## src/rtl/err_pkg.sv

```systemverilog
package err_pkg;

    typedef enum logic [1:0] {
        SLOT_IDLE    = 2'd0,
        SLOT_WAIT    = 2'd1,
        SLOT_EXPIRED = 2'd2
    } slot_state_t;

    typedef enum logic [1:0] {
        KIND_RESP = 2'd0,
        KIND_REQ  = 2'd1,
        KIND_TMO  = 2'd2
    } err_kind_t;

endpackage

```

## src/rtl/err_fifo.sv

```systemverilog
module err_fifo #(
    parameter int W     = 22,
    parameter int DEPTH = 8,
    localparam int PW   = $clog2(DEPTH),
    localparam int CW   = $clog2(DEPTH + 1)
) (
    input  logic          clk,
    input  logic          rst_n,
    input  logic          push,
    input  logic          pop,
    input  logic [W-1:0]  din,
    output logic [W-1:0]  dout,
    output logic [CW-1:0] count
);

    logic [W-1:0]  mem [DEPTH];
    logic [PW-1:0] wp, rp;
    logic [CW-1:0] cnt;
    logic          do_push, do_pop;

    // a full queue refuses the write even when a read frees a place
    assign do_push = push && (cnt != CW'(DEPTH));
    assign do_pop  = pop && (cnt != '0);

    always_ff @(posedge clk) begin
        if (do_push) begin
            mem[wp] <= din;
        end
    end

    always_ff @(posedge clk or negedge rst_n) begin
        if (!rst_n) begin
            wp  <= '0;
            rp  <= '0;
            cnt <= '0;
        end else begin
            if (do_push) begin
                wp <= (wp == PW'(DEPTH - 1)) ? '0 : wp + 1'b1;
            end
            if (do_pop) begin
                rp <= (rp == PW'(DEPTH - 1)) ? '0 : rp + 1'b1;
            end
            unique case ({do_push, do_pop})
                2'b10:   cnt <= cnt + 1'b1;
                2'b01:   cnt <= cnt - 1'b1;
                default: cnt <= cnt;
            endcase
        end
    end

    assign dout  = mem[rp];
    assign count = cnt;

endmodule

```

## src/rtl/err_watch_slot.sv

```systemverilog
module err_watch_slot
    import err_pkg::*;
#(
    parameter int ADDR_W     = 16,
    parameter int TMO_CYCLES = 64,
    localparam int CW        = $clog2(TMO_CYCLES)
) (
    input  logic              clk,
    input  logic              rst_n,
    input  logic              start,
    input  logic [ADDR_W-1:0] start_addr,
    input  logic              answer,
    input  logic              take,
    output logic              expired,
    output logic [ADDR_W-1:0] addr_o
);

    slot_state_t       state, nxt;
    logic [CW-1:0]     cnt;
    logic [ADDR_W-1:0] addr_q;
    logic              at_limit;

    assign at_limit = (cnt == CW'(TMO_CYCLES - 1));

    // state register
    always_ff @(posedge clk or negedge rst_n) begin
        if (!rst_n) begin
            state <= SLOT_IDLE;
        end else begin
            state <= nxt;
        end
    end

    // transitions: arm, answer, tick, expire, take
    always_comb begin
        nxt = state;
        unique case (state)
            SLOT_IDLE:    if (start) nxt = SLOT_WAIT;
            SLOT_WAIT: begin
                if (answer)        nxt = SLOT_IDLE;
                else if (at_limit) nxt = SLOT_EXPIRED;
            end
            SLOT_EXPIRED: if (take) nxt = SLOT_IDLE;
            default:      nxt = SLOT_IDLE;
        endcase
    end

    // timer and captured address
    always_ff @(posedge clk or negedge rst_n) begin
        if (!rst_n) begin
            cnt    <= '0;
            addr_q <= '0;
        end else if (state == SLOT_IDLE && start) begin
            cnt    <= '0;
            addr_q <= start_addr;
        end else if (state == SLOT_WAIT && !at_limit) begin
            cnt <= cnt + 1'b1;
        end
    end

    // outputs
    always_comb begin
        expired = (state == SLOT_EXPIRED);
        addr_o  = addr_q;
    end

endmodule

```

## src/rtl/err_pick.sv

```systemverilog
module err_pick #(
    parameter int N  = 16,
    localparam int IW = $clog2(N)
) (
    input  logic          en,
    input  logic [N-1:0]  req,
    output logic [N-1:0]  grant,
    output logic          fire,
    output logic [IW-1:0] idx
);

    always_comb begin
        idx = '0;
        for (int i = N - 1; i >= 0; i--) begin
            if (req[i]) idx = IW'(i);
        end
        fire  = en && (|req);
        grant = fire ? (N'(1) << idx) : '0;
    end

endmodule

```

## src/rtl/err_collector.sv

```systemverilog
module err_collector
    import err_pkg::*;
#(
    parameter int                DATA_W       = 32,
    parameter int                ADDR_W       = 16,
    parameter int                SRC_W        = 4,
    parameter int                TAG_W        = 4,
    parameter logic [TAG_W-1:0]  COLLECTOR_ID = 4'd5,
    parameter int                DEPTH        = 8,
    parameter int                TMO_CYCLES   = 64,
    localparam int               N_SRC        = 1 << SRC_W,
    localparam int               CNT_W        = $clog2(DEPTH + 1),
    localparam int               REC_W        = 2 + SRC_W + ADDR_W
) (
    input  logic              clk,
    input  logic              rst_n,
    input  logic              ev_valid,
    input  logic [TAG_W-1:0]  ev_tag,
    input  logic [DATA_W-1:0] ev_data,
    input  logic [ADDR_W-1:0] ev_addr,
    input  logic              ev_we,
    input  logic              rq_valid,
    input  logic [SRC_W-1:0]  rq_src,
    input  logic [ADDR_W-1:0] rq_addr,
    input  logic              rs_valid,
    input  logic [SRC_W-1:0]  rs_src,
    input  logic              cpu_rd,
    input  logic              cpu_sel,
    output logic [DATA_W-1:0] cpu_rdata,
    output logic              dmy_valid,
    output logic [SRC_W-1:0]  dmy_src,
    output logic [DATA_W-1:0] dmy_data
);

    logic              ext_acc;
    logic [N_SRC-1:0]  expired, grant;
    logic [ADDR_W-1:0] slot_addr [N_SRC];
    logic              wd_fire;
    logic [SRC_W-1:0]  wd_idx;
    logic              push_req, pop_req, drop;
    logic [REC_W-1:0]  rec_in, rec_head;
    logic [CNT_W-1:0]  fifo_count;
    logic              ovf_q;
    err_kind_t         ext_kind;

    assign ext_acc  = ev_valid && (ev_tag == COLLECTOR_ID);
    assign ext_kind = ev_we ? KIND_REQ : KIND_RESP;

    generate
        for (genvar s = 0; s < N_SRC; s++) begin : g_slot
            err_watch_slot #(
                .ADDR_W    (ADDR_W),
                .TMO_CYCLES(TMO_CYCLES)
            ) slot_i (
                .clk       (clk),
                .rst_n     (rst_n),
                .start     (rq_valid && (rq_src == SRC_W'(s))),
                .start_addr(rq_addr),
                .answer    (rs_valid && (rs_src == SRC_W'(s))),
                .take      (grant[s]),
                .expired   (expired[s]),
                .addr_o    (slot_addr[s])
            );
        end
    endgenerate

    err_pick #(.N(N_SRC)) pick_i (
        .en   (!ext_acc),
        .req  (expired),
        .grant(grant),
        .fire (wd_fire),
        .idx  (wd_idx)
    );

    always_comb begin
        if (ext_acc) begin
            rec_in = {ext_kind, ev_data[DATA_W-1 -: SRC_W], ev_we ? ev_addr : ADDR_W'(0)};
        end else begin
            rec_in = {KIND_TMO, wd_idx, slot_addr[wd_idx]};
        end
    end

    assign push_req = ext_acc || wd_fire;
    assign pop_req  = cpu_rd && !cpu_sel;
    assign drop     = push_req && (fifo_count == CNT_W'(DEPTH));

    err_fifo #(.W(REC_W), .DEPTH(DEPTH)) fifo_i (
        .clk  (clk),
        .rst_n(rst_n),
        .push (push_req),
        .pop  (pop_req),
        .din  (rec_in),
        .dout (rec_head),
        .count(fifo_count)
    );

    always_ff @(posedge clk or negedge rst_n) begin
        if (!rst_n) begin
            ovf_q <= 1'b0;
        end else if (drop) begin
            ovf_q <= 1'b1;
        end else if (cpu_rd && cpu_sel) begin
            ovf_q <= 1'b0;
        end
    end

    always_comb begin
        cpu_rdata = '0;
        if (cpu_sel) begin
            cpu_rdata[DATA_W-1]  = ovf_q;
            cpu_rdata[CNT_W-1:0] = fifo_count;
        end else if (fifo_count != '0) begin
            cpu_rdata[DATA_W-1]         = 1'b1;
            cpu_rdata[DATA_W-3 -: 2]    = rec_head[REC_W-1 -: 2];
            cpu_rdata[ADDR_W +: SRC_W]  = rec_head[ADDR_W +: SRC_W];
            cpu_rdata[ADDR_W-1:0]       = rec_head[ADDR_W-1:0];
        end
    end

    assign dmy_valid = wd_fire;
    assign dmy_src   = wd_idx;
    assign dmy_data  = '1;

endmodule

```

## config.mk

```make
export PLATFORM = sky130hd
export DESIGN_NAME = err_collector
export DESIGN_NICKNAME = d
export VERILOG_FILES = /design/src/rtl/err_pkg.sv /design/src/rtl/err_fifo.sv /design/src/rtl/err_watch_slot.sv /design/src/rtl/err_pick.sv /design/src/rtl/err_collector.sv
export SDC_FILE = /design/constraint.sdc
export NUM_CORES = 1
export LEC_CHECK = 0
export BUFFER_PORTS_ARGS = -buffer_cell sky130_fd_sc_hd__buf_2
export CAP_MARGIN = 20
export CORE_AREA = 5 5 205 207
export DETAILED_ROUTE_END_ITERATION = 16
export DIE_AREA = 0 0 210 212
export PLACE_DENSITY = 0.92
export SYNTH_ARGS = -nofsm -noshare
export SYNTH_HDL_FRONTEND = slang
export SYNTH_SLANG_ARGS = --single-unit
```

## constraint.sdc

```tcl
create_clock -name clk -period 8.06 [get_ports clk]
set_input_delay 0.403 -clock clk [delete_from_list [all_inputs] [get_ports clk]]
set_output_delay 0.403 -clock clk [all_outputs]
set_load 0.02 [all_outputs]
```

==> results of run 1 <==
state kept, by name (all words and copies together), names as in the netlist:
register,count
g_slot.slot_i.addr_o,256
fifo_i.mem,176
g_slot.slot_i.cnt,96
g_slot.slot_i.state,32
fifo_i.count,4
fifo_i.rp,3
fifo_i.wp,3
ovf_q,1
stage by stage:
step                      hold WS, ns  instance area, um^2  cells  total power, mW
after floorplan                 0.107                26100   2154             7.22
after global placement          0.460                26900   2639             7.97
after detailed placement        0.464                26900   2641             8.32
after CTS                      0.0898                28800   2744             11.0
after global routing            0.107                28800   2748             11.6
final                           0.103                28800   2748             11.1
logic make-up after synthesis:
kind of cell / count (synthesis) / share of synthesized area
adders and majority gates: 24 / 0.0118
and+or+nand+nor: 631 / 0.112
buffers and inverters: 222 / 0.0402
muxes: 248 / 0.125
xor gates and xnor gates: 68 / 0.0229
DFF: 571 / 0.584
AOI/OAI and AO/OA: 349 / 0.104
other: 2 / 0.000289
power breakdown:
| part | internal (mW) | switching [mW] |
|---|---|---|
| clock network | 1.51 | 1.15 |
| logic | 1.43 | 2.03 |
| registers | 4.22 | 0.760 |
| total | 7.16 | 3.93 |
worst paths after layout:
path	end	slack, ns	depth (start not counted)
worst min register to register	g_slot[10].slot_i.addr_o[2]	0.49	2
min in group asynchronous	g_slot[12].slot_i.cnt[5]	0.40	2
worst max-delay path	fifo_i.mem[0][0]	3.44	7
worst max register to register	fifo_i.mem[0][0]	3.44	7
worst min-delay path	ovf_q	0.10	3
max in group asynchronous	g_slot[10].slot_i.addr_o[3]	5.53	4
per-layer routing:
layer	wire [um]	part of all wire	vias to the layer above	track usage
li1	-	-	7750	-
met1	24300	0.35	9182	0.391
met2	33100	0.48	1196	0.503
met3	7270	0.11	354	0.0770
met4	3840	0.056	8	0.152
met5	44	0.00064	-	0
timing repair:
action / CTS / global route
hold buffers: 1 / 0
endpoints found under the hold margin: 94 / 0
setup endpoints to repair: 0 / 0
worst max-delay path, stage by stage (launching register included):
cell,delay (ns)
dfrtp_1,0.40
nand2b_1,0.32
nand4_1,0.82
nor3_1,0.48
nor2b_1,0.31
and2_1,0.89
o21ai_1,0.14
o211ai_1,0.89
cells in the final DEF (no fill, tap or decap), types with 30 or more instances in the layout:
cell / count
edfxtp_1: 176
xor2_1: 50
clkbuf_16: 57
mux2i_1: 39
conb_1: 41
buf_4: 48
o21ai_0: 99
buf_2: 83
a22o_1: 30
a221o_1: 50
nor2_1: 110
nand4_1: 35
nand2_1: 312
inv_1: 46
mux4_2: 44
mux2_2: 165
dfrtp_1: 393
o211ai_1: 35
final cells by class:
type / count / area (um^2)
clock buffer: 75 / 1620
multi-input combinational: 1361 / 10100
sequential: 571 / 15200
fill: 2452 / 11300
timing repair buffer: 135 / 856
clock inverter: 27 / 253
inverter: 47 / 176
tap: 532 / 666
==> flow_summary.toml, run 1 <==
[sta]
fin_ws_ns = 3.44
finalClockSkew_ns = 0.0496
fmax_ghz = 0.216
finalHoldViolations = 0
setup_viol = 0
slew_violations = 0
tns_ns = 0
relSlewSlack = 0.239
fin_crit_ns = 4.62
tightest_slew_ns = 1.14
finalCritPeriodShare = 0.573
rsz0062_at_grt = "no"

[cts]
cts_sinks = 571
clockRootBuffer = "clkbuf_16"
clk-insertion-delay-late_ns = 0.64
cts_max_path_buffers = 3
post_cts_resized = 0
cts_buffers = 54
h-tree-depth = 2
cts_tree = "done"
cts_setup_buffers = 0
clk_pin_slew_ns = 0.07

[layout]
fin_util = 0.718
diodes = 0
area_growth_pct = 11.0
drive_above_1_share = 0.228
final_nets = 2278

[drt]
wire_per_inst_um = 25.0
via_per_inst = 6.73
wl_um = 68600
drcViolationCount = 0
num_vias = 18500
drtIter0Drc = 2308
drtPass1Iterations = 9
ant_nets = 0

[global_routing]
grt_max_degree = 98
grt_antenna_before_repair = 4
grt_usage = 0.308
grt_pass1_wl_um = 107000
grt_pass1_vias = 19300
gr-total-overflow = 0

[power]
p_leak_nw = 12.2
vdd_drop_max_mv = 0.241
power_density_nw_per_um2 = 385

[floorplan]
num_io_pins = 153
coreArea_um2 = 40200
rows = 74
die_area_um2 = 44500
start_util = 0.647
die_w_um = 210
die_h_um = 212

[synth]
ys.flop_type = "dfrtp_1"
syn_area_um2 = 26000
yosysMostFrequentCell = "dfrtp_1"
synth_area_leader_cell = "dfrtp_1"
synth_area_per_cell_um2 = 12.3
synthTopCellsByArea = "dfrtp_1 (38%), edfxtp_1 (20%), mux2_2 (7.2%), nand2_1 (4.5%), mux4_2 (3.8%)"
async_flop_share = 0.692
ys_ff_latch = 571
synthCells = 2115
synth_cell_type_count = 68
yosys_warnings = 0
synth_edf_count = 176
synth_commonest_cells = "dfrtp_1 (395), nand2_1 (312), edfxtp_1 (176)"
synth_top_area_share = 0.380
synth_seq_area_share = 0.584

[setup_path]
rr_startpoint = "g_slot[0].slot_i.state[0]"
start_kind = "flop"
cp_max_fo = 20
worstSetupPathType = "flop to flop"
critPathLaunch = "g_slot[0].slot_i.state[0]"
crit_path_end_kind = "flop"
critPathRequiredTime_ns = 8.31
cp.arrival_ns = 4.87

[hold_path]
min-delay-start = "cpu_rd"
min_path_type = "input pin to flop"

[placed_design]
io_buffers = 83
post-place-ws_ns = 3.61
dpl.hpwl_um = 41300
gp_congestion = 0.869

[run]
drv_cap = 0

[run_status]
outcome = "completed"
Power figures use the tool's default switching activity.
==> inputs of run 2 (changes only) <==
--- a/config.mk
+++ b/config.mk
@@ -5,12 +5,13 @@
 export SDC_FILE = /design/constraint.sdc
 export NUM_CORES = 1
 export LEC_CHECK = 0
+export ABC_AREA = 1
 export BUFFER_PORTS_ARGS = -buffer_cell sky130_fd_sc_hd__buf_2
 export CAP_MARGIN = 20
-export CORE_AREA = 5 5 205 207
+export CORE_AREA = 5 5 215 217
 export DETAILED_ROUTE_END_ITERATION = 16
-export DIE_AREA = 0 0 210 212
-export PLACE_DENSITY = 0.92
+export DIE_AREA = 0 0 220 222
+export PLACE_DENSITY = 0.86
 export SYNTH_ARGS = -nofsm -noshare
 export SYNTH_HDL_FRONTEND = slang
 export SYNTH_SLANG_ARGS = --single-unit
==> constraint.sdc (replaced) <==
create_clock -name clk -period 4.45 [get_ports clk]
set_input_delay 0.2225 -clock clk [delete_from_list [all_inputs] [get_ports clk]]
set_output_delay 0.2225 -clock clk [all_outputs]
set_load 0.02 [all_outputs]
==> flow_summary.toml, run 2 <==
[run_status]
outcome = "completed"

[sta]
finalClockSkew_ns = 0.0329
finalHoldViolations = 0
finalCritPeriodShare = 0.759
rsz0062_at_grt = "no"
fin_ws_ns = 1.07
fmax_ghz = 0.296
fin_crit_ns = 3.38
setup_viol = 0
relSlewSlack = 0.277
tightest_slew_ns = 1.08
tns_ns = 0
slew_violations = 0

[synth]
syn_area_um2 = 26400
yosysMostFrequentCell = "nand2_1"
synthCells = 2992
synth_edf_count = 176
synth_cell_type_count = 52
synth_seq_area_share = 0.574
synthSimpleGateAreaFrac = 0.217
synth_area_leader_cell = "dfrtp_1"
synth_commonest_cells = "nand2_1 (512), o21ai_0 (433), dfrtp_1 (395)"
synth_fa_ha_area_frac = 0.0116
async_flop_share = 0.692
ys.flop_type = "dfrtp_1"
yosys-mux-area-fraction = 0
ys_ff_latch = 571
synth_top_area_share = 0.374
synth_area_per_cell_um2 = 8.84
synth_xor_area_frac = 0.00364
synth_top_family_by_area = "simple AND/OR/NAND/NOR gates"
synth-compound-area-share = 0.120
synthTopCellsByArea = "dfrtp_1 (37%), edfxtp_1 (20%), o21ai_0 (8.2%), nand2_1 (7.3%), nor2_1 (5.2%)"
yosys_warnings = 0

[cts]
clk-insertion-delay-late_ns = 0.64
clockRootBuffer = "clkbuf_16"
h-tree-depth = 2
cts_setup_buffers = 0
clk_pin_slew_ns = 0.06
cts_tree = "done"
cts_max_path_buffers = 3
cts_sinks = 571
cts_buffers = 56

[setup_path]
cp_num_buf_inv = 2
cp_common_cell = "nor2_1"
path_cells = "inv_2, or2_1, nand2_1, nor2_1, nand2_1, nor2_1, a21oi_1, inv_1, ha_1, ha_1, nand2_1, nor2_1, a211oi_1, nor2_1, nor2_1, nand2_1, xor2_1"
cp_max_fo = 6
critPathRequiredTime_ns = 4.95
start_kind = "flop"
slowest_delay_ns = 0.55
crit_path_end_kind = "flop"
cp.arrival_ns = 3.88
critical_path.top_delay_family = "simple AND/OR/NAND/NOR gates"
worstSetupPathType = "flop to flop"
slowest_stage = "nor2_1"

[run]
drv_cap = 0

[drt]
wl_um = 72400
ant_nets = 0
num_vias = 22600
drcViolationCount = 0
drtIter0Drc = 2669
via_per_inst = 6.13
wire_per_inst_um = 19.7
drtPass1Iterations = 8

[global_routing]
grt_usage = 0.292
gr-total-overflow = 0
grt_pass1_vias = 22300
grt_max_degree = 134
grt_pass1_wl_um = 115000
grt_antenna_before_repair = 0

[layout]
multiInputGateArea_um2 = 9530
finish.instance_area_um2 = 29400
largest_reg_flops = 256
layout_common_cells = "nand2_1 (512), o21ai_0 (433), dfrtp_1 (394)"
final_common_cell = "nand2_1"
area_growth_pct = 11.1
diodes = 0
fin_util = 0.669
fillerInstances = 3238
final_nets = 3154
drive_above_1_share = 0.0867
regArea_um2 = 15200

[power]
vdd_drop_max_mv = 0.885
p_leak_nw = 13.1
power_density_nw_per_um2 = 852
p_total_mw = 25.0

[placed_design]
io_buffers = 83
post-place-ws_ns = 1.19
dpl.hpwl_um = 45000
gp_congestion = 0.914
dpl_cell_area_um2 = 27300

[floorplan]
rows = 77
die_h_um = 222
start_util = 0.602
num_io_pins = 153
die_w_um = 220
coreArea_um2 = 43900
die_area_um2 = 48800

[hold_path]
min_path_type = "input pin to flop"
## run 2: cells by family (layout without fill, tap and decap cells)
kind of cell    after synthesis  after routing
compound gates              587            587
flops                       571            571
other cells                   2             41
fa+ha+maj                    24             24
buf+inv                     468            528
simple gates               1329           1329
xor+xnor                     11             11
## run 2: area by class of cell
class                   count  area share
flip-flops and latches    571       0.516
multi-input cells        1992       0.324
clock buffers              80      0.0552
repair buffers            162      0.0385
inverters                 263      0.0336
well taps                 592      0.0252
clock inverters            23     0.00698
## run 2: worst paths after layout
path / from / to / slack, ns / depth (start not counted)
setup / recovery: g_slot[12].slot_i.state[1] / fifo_i.count[3] / 1.07 / 17
hold / removal: rs_src[1] / g_slot[4].slot_i.state[0] / 0.03 / 5
setup reg to reg: g_slot[12].slot_i.state[1] / fifo_i.count[3] / 1.07 / 17
hold reg to reg: g_slot[4].slot_i.addr_o[4] / g_slot[4].slot_i.addr_o[4] / 0.48 / 2
max in group asynchronous: rst_n / g_slot[14].slot_i.addr_o[11] / 2.94 / 3
min in group asynchronous: rst_n / g_slot[10].slot_i.cnt[3] / 0.32 / 2
## run 2: repair_timing
action / 4_1_cts / 5_1_grt
endpoints found under the setup margin: 0 / 0
hold endpoints to repair: 173 / 0
gates resized for setup: 0 / 0
hold buffers: 20 / 0
## run 2: routing by layer
layer | wire (um) | up-vias | global-route usage
li1 | - | 10100 | -
met1 | 26600 | 10800 | 0.369
met2 | 34300 | 1363 | 0.474
met3 | 7390 | 265 | 0.0599
met4 | 4130 | 0 | 0.156
met5 | 0 | - | 0
## run 2: where the power goes
group	switching (mW)	internal (mW)	leakage, nW
Combinational	7.71	2.93	5.58
Sequential	1.12	8.58	6.62
Clock	2.03	2.66	0.906
Total	10.9	14.2	13.1
## run 2: metrics by stage
step | std cells | hold slack [ns]
after floorplan | 3031 | -0.0731
after global placement | 3559 | 0.402
after detailed placement | 3559 | 0.412
after CTS | 3682 | 0.00615
after global routing | 3683 | 0.0681
final | 3683 | 0.0250
## run 2: tightest hold or removal path: cells and delay by family
| family | cells | cell delay [ns] |
|---|---|---|
| AND/OR/NAND/NOR | 4 | 0.26 |
| buffers and inverters | 1 | 0.12 |
